**src/rtl/dpt_pkg.sv**
```systemverilog
package dpt_pkg;
  parameter int CNT_W = 16;

  // one write command per channel, produced by the control decoder
  typedef struct packed {
    logic             loadPre;
    logic             loadDiv;
    logic [CNT_W-1:0] value;
  } chanCmd_t;
endpackage

```
**src/rtl/dpt_ctrl.sv**
```systemverilog
module dpt_ctrl
  import dpt_pkg::*;
#(
  parameter int NUM_TIMERS = 2,
  parameter int ADDR_W     = 8,
  parameter int WR_BASE    = 'h00,
  parameter int RD_BASE    = 'h36
) (
  input  logic                                  wrEn,
  input  logic [ADDR_W-1:0]                     wrAddr,
  input  logic [CNT_W-1:0]                      wrData,
  input  logic [ADDR_W-1:0]                     rdAddr,
  input  logic [NUM_TIMERS-1:0][CNT_W-1:0]      preCnt,
  input  logic [NUM_TIMERS-1:0][CNT_W-1:0]      divCnt,
  output chanCmd_t [NUM_TIMERS-1:0]             cmd,
  output logic [CNT_W-1:0]                      rdData
);
  localparam int STRIDE = 4;
  localparam int STAGE  = 2;

  for (genvar i = 0; i < NUM_TIMERS; i++) begin : g_dec
    localparam logic [ADDR_W-1:0] PRE_WA = ADDR_W'(WR_BASE + STRIDE*i);
    localparam logic [ADDR_W-1:0] DIV_WA = ADDR_W'(WR_BASE + STRIDE*i + STAGE);
    assign cmd[i].loadPre = wrEn && (wrAddr == PRE_WA);
    assign cmd[i].loadDiv = wrEn && (wrAddr == DIV_WA);
    assign cmd[i].value   = wrData;
  end

  always_comb begin
    rdData = '0;
    for (int i = 0; i < NUM_TIMERS; i++) begin
      if (rdAddr == ADDR_W'(RD_BASE + STRIDE*i))         rdData = preCnt[i];
      if (rdAddr == ADDR_W'(RD_BASE + STRIDE*i + STAGE)) rdData = divCnt[i];
    end
  end
endmodule

```
**src/rtl/dpt_datapath.sv**
```systemverilog
module dpt_datapath
  import dpt_pkg::*;
#(
  parameter int NUM_TIMERS = 2
) (
  input  logic                              clk,
  input  logic                              rst,
  input  chanCmd_t [NUM_TIMERS-1:0]         cmd,
  output logic [NUM_TIMERS-1:0][CNT_W-1:0]  preCnt,
  output logic [NUM_TIMERS-1:0][CNT_W-1:0]  divCnt,
  output logic [NUM_TIMERS-1:0]             expiry
);
  localparam logic [CNT_W-1:0] RELOAD_RST = '1;

  for (genvar i = 0; i < NUM_TIMERS; i++) begin : g_chan
    logic [CNT_W-1:0] preRel, divRel;
    logic [CNT_W-1:0] newPre, newDiv;
    logic             running;
    logic             load;

    assign load   = cmd[i].loadPre || cmd[i].loadDiv;
    assign newPre = cmd[i].loadPre ? cmd[i].value : preRel;
    assign newDiv = cmd[i].loadDiv ? cmd[i].value : divRel;

    always_ff @(posedge clk) begin
      if (rst) begin
        preRel    <= RELOAD_RST;
        divRel    <= RELOAD_RST;
        preCnt[i] <= '0;
        divCnt[i] <= '0;
        running   <= 1'b0;
        expiry[i] <= 1'b0;
      end else if (load) begin
        preRel    <= newPre;
        divRel    <= newDiv;
        preCnt[i] <= newPre;
        divCnt[i] <= newDiv;
        running   <= |{newPre, newDiv};
        expiry[i] <= 1'b0;
      end else if (running) begin
        if (preCnt[i] == '0) begin
          preCnt[i] <= preRel;
          if (divCnt[i] == '0) begin
            divCnt[i] <= divRel;
            expiry[i] <= 1'b1;
          end else begin
            divCnt[i] <= divCnt[i] - 1'b1;
            expiry[i] <= 1'b0;
          end
        end else begin
          preCnt[i] <= preCnt[i] - 1'b1;
          expiry[i] <= 1'b0;
        end
      end else begin
        expiry[i] <= 1'b0;
      end
    end

    // a pulse never lasts two cycles
    p_pulse_single_r3: assert property (@(posedge clk) disable iff (rst)
      expiry[i] |=> !expiry[i]);
    // an idle channel stays silent
    p_idle_quiet_r6: assert property (@(posedge clk) disable iff (rst)
      !running |=> !expiry[i]);
    // a write edge never yields a pulse
    p_load_quiet_r7: assert property (@(posedge clk) disable iff (rst)
      load |=> !expiry[i]);
    // divider moves only when the prescaler wraps
    p_div_hold_r4: assert property (@(posedge clk) disable iff (rst)
      (running && !load && preCnt[i] != '0) |=> $stable(divCnt[i]));
    // the pulse coincides with both stages back at their reload values
    p_expiry_reload_r2: assert property (@(posedge clk) disable iff (rst)
      expiry[i] |-> (preCnt[i] == preRel && divCnt[i] == divRel));
  end
endmodule

```
**src/rtl/dual_interval_timer.sv**
```systemverilog
module dual_interval_timer
  import dpt_pkg::*;
#(
  parameter int NUM_TIMERS = 2,
  parameter int ADDR_W     = 8
) (
  input  logic                  clk,
  input  logic                  rst,
  input  logic                  wrEn,
  input  logic [ADDR_W-1:0]     wrAddr,
  input  logic [CNT_W-1:0]      wrData,
  input  logic [ADDR_W-1:0]     rdAddr,
  output logic [CNT_W-1:0]      rdData,
  output logic [NUM_TIMERS-1:0] expiry
);
  chanCmd_t [NUM_TIMERS-1:0]         cmd;
  logic [NUM_TIMERS-1:0][CNT_W-1:0]  preCnt;
  logic [NUM_TIMERS-1:0][CNT_W-1:0]  divCnt;

  dpt_ctrl #(
    .NUM_TIMERS(NUM_TIMERS), .ADDR_W(ADDR_W), .WR_BASE('h00), .RD_BASE('h36)
  ) u_ctrl (
    .wrEn(wrEn), .wrAddr(wrAddr), .wrData(wrData), .rdAddr(rdAddr),
    .preCnt(preCnt), .divCnt(divCnt), .cmd(cmd), .rdData(rdData)
  );

  dpt_datapath #(.NUM_TIMERS(NUM_TIMERS)) u_dp (
    .clk(clk), .rst(rst), .cmd(cmd),
    .preCnt(preCnt), .divCnt(divCnt), .expiry(expiry)
  );
endmodule

```
**config.mk**
```make
export PLATFORM = sky130hd
export DESIGN_NAME = dual_interval_timer
export DESIGN_NICKNAME = d
export VERILOG_FILES = /design/src/rtl/dpt_pkg.sv /design/src/rtl/dpt_ctrl.sv /design/src/rtl/dpt_datapath.sv /design/src/rtl/dual_interval_timer.sv
export SDC_FILE = /design/constraint.sdc
export NUM_CORES = 1
export LEC_CHECK = 0
export ABC_AREA = 1
export BUFFER_PORTS_ARGS = -buffer_cell sky130_fd_sc_hd__buf_2
export CORE_MARGIN = 2
export CORE_UTILIZATION = 57
export CTS_BUF_LIST = sky130_fd_sc_hd__clkbuf_4 sky130_fd_sc_hd__clkbuf_8
export DETAILED_ROUTE_END_ITERATION = 10
export GPL_TIMING_DRIVEN = 0
export PLACE_DENSITY = 0.75
export SLEW_MARGIN = 0
export SYNTH_ARGS = -nofsm -noshare
export SYNTH_HDL_FRONTEND = slang
export SYNTH_HIERARCHICAL = 1
export SYNTH_SLANG_ARGS = --single-unit
```
**constraint.sdc**
```tcl
create_clock -name clk -period 8.15 [get_ports clk]
set_input_delay 2.0375 -clock clk [delete_from_list [all_inputs] [get_ports clk]]
set_output_delay 2.0375 -clock clk [all_outputs]
set_load 0.01 [all_outputs]
```
==> metrics <==
outcome=completed; hold_ws=494.2 ps; vias per cell=5.716; area grow syn2layout=9.046%; most frequent CP cell=buf_2; Seq/Total Area, Yosys=0.2873; IO Count=53; Placed Instance Area=9649 sq um; Leakage=4.893 nW; total power=1.366 mW; CP Launch Type=primary input; total of max-cap violations=0; Syn Area/Cell=6.156 sq um; crit-path leading delay family=simple AND/OR/NAND/NOR gates; crit-path cells=buf_2 -> inv_2 -> nand2_2 -> nor2_4 -> buf_6 -> nand3_1 -> nand4_1 -> buf_2; Worst EP arrival=3080 ps; crit path max-delay cell type=nor2_4; CTS root buffer=clkbuf_8; Yosys reg bits=132; Synth async-reset ratio=0; GRT Residual Overflow=0; total track usage=0.3726; Inserted Clock Buffers=17; Final Cycle Share=0.6276; # fillers=1619; Worst setup EP type=primary output; sw power=387.1 uW; final hold vios=0; Combinational Power Share=0.123; Finished Layout Cells=1776; internal power=978.9 uW; Setup WS pre-CTS=3051 ps; WL/cell=18.06 um; Max-slew headroom=0.09366; Max Freq=195.5 MHz; Die W=131.0 um; Yosys cell types=39; clk sinks=132; initial core utilization=0.5811; RD Place Congestion=0.9710; Buffers on Ports=35; Core Footprint=15830 sq um; post-synthesis cell area=9198 sq um; worst min-delay path class=flip-flop to flip-flop; initial drt markers=1379; number of synthesized flops with an enable pin=0; CP required=6110 ps; DR DRC count=0; Post-CTS Setup Bufs=0; Warnings, synthesis=6; Clock Skew=10.61 ps; vias in the first global route=8768; ANT nets after route=0; initial antenna violation count=1; DR vias=10.15k; Crit Path Max Fanout=10; hpwl dp=24660 um; Final WS setup=3035 ps; share of cells above drive strength 1=0.1359; top post-synthesis cells by area=dfxtp_1 (29%), nand2_1 (16%), nand3_1 (12%); Die Y-Extent=131.0 um; die area=17170 sq um; fin crit period=5115 ps; H-tree depth=4; top cell type's share of synthesized area=0.2873; clk slew on worst S/H paths=70 ps; CTS resizes=0; area leader, netlist=dfxtp_1; crit path buf inv count=4; setup TNS=0 ps; Core Rows=46; Main synth FF type=dfxtp_1; Switching Share=0.2834; first-pass GRT wire length=48020 um; RSZ-0062 raised after global routing=no; post-layout net count=1591; kind of critical path=primary input to primary output; most common cell in the synthesized netlist=nand2_1; number of antenna cells inserted=0; CTS tree=done; # setup viols final=0; PD cells=136.2 nW/um^2; largest net degree at the start of global routing=17; Critical Path Max Stage Delay=220 ps; clk buf depth=2; measured slew at the worst slew-check pin=1349 ps; Reg power frac=0.480; Design Area, Final=10030 sq um; VDD IR max=0.00008401 V; Cells after Synth=1494; fin. max-slew vios=0; routed wire length=32080 um; dpl cells=1745; Clock power frac=0.398; final core utilization=0.6337; drt first pass iters=6; cts hold-fix bufs=0; worst-skew pair later-pin latency=450 ps; Post-Syn Nets=1537; top post-synthesis cells by count=nand2_1 (384), nand3_1 (228), inv_1 (202), dfxtp_1 (132), nor2_1 (129)
[per-layer routing]
layer	GRT usage	share of wire	routed length, um
met3	0.06230	0.11	3519
met1	0.5438	0.44	14000
met2	0.5541	0.43	13650
met5	0	0	0
met4	0.1302	0.028	912
[registers in the layout, indices dropped and copies added (netlist names)]
signal,flops
u_dp/g_chan.divRel,32
u_dp/g_chan.preRel,32
u_dp/expiry,2
u_dp/preCnt,32
u_dp/g_chan.running,2
u_dp/divCnt,32
[tightest hold or removal path: cells and delay by family, from the launching register on]
family | cells | cell delay [ps]
and+or+nand+nor | 2 | 130
DFF | 1 | 340
[layout make-up]
class / count / area [sq um] / share of cell area
inverter: 214 / 803.3 / 0.08009
sequential: 132 / 2643 / 0.2635
tap: 216 / 270.3 / 0.02695
clock inverter: 8 / 76.32 / 0.007610
buffer: 88 / 590.6 / 0.05888
timing repair buffer: 35 / 175.2 / 0.01747
multi-input combinational: 1060 / 5167 / 0.5152
clock buffer: 23 / 304.0 / 0.03031
[final timing paths]
path,start,to,slack (ps),depth (start not counted)
worst max-delay path,rdAddr[0],rdData[14],3040,8
worst max register to register,u_dp/preCnt[16],u_dp/preCnt[30],5890,12
worst min register to register,u_dp/g_chan[1].divRel[9],u_dp/g_chan[1].divRel[9],490,2
worst min-delay path,u_dp/g_chan[1].divRel[9],u_dp/g_chan[1].divRel[9],490,2
[cell usage in the layout, fill, tap and decap left out, types with 6 or more instances in the layout]
cell      count
buf_2        50
nand3_1     228
inv_2         6
nand4_1      33
nor3_1        7
buf_4        33
o22ai_1      22
a21oi_1      66
o22ai_2       7
nand2_1     384
or2_2        30
o21ai_0      67
dfxtp_1     132
clkbuf_8     23
nor2_1      129
nand3b_1      9
buf_6        13
clkbuf_1     22
ha_1          8
clkinv_1      6
nand2_2       7
nor2_4       11
inv_1       202
nor2_2       11
o21ai_1       9
[cell families (layout without fill, tap and decap cells)]
kind of cell	after synthesis	count (layout)	share of synthesized area
mux	5	5	0.005442
simple gates	861	861	0.4299
fa+ha+maj	8	8	0.01088
xor+xnor	8	8	0.007617
flops	132	132	0.2873
buf+inv	302	368	0.1515
compound gates	178	178	0.1073
[power by group through the flow]
| stage | sequential [mW] | combinational (mW) | clock, mW |
|---|---|---|---|
| 3_3_place_gp | 0.670 | 0.160 | 0 |
| 2_1_floorplan | 0.667 | 0.117 | 0 |
| 4_1_cts | 0.655 | 0.162 | 0.547 |
| 5_1_grt | 0.655 | 0.180 | 0.573 |
| 6_report | 0.655 | 0.167 | 0.543 |
| 3_5_place_dp | 0.670 | 0.161 | 0 |
Power figures use the tool's default switching activity.
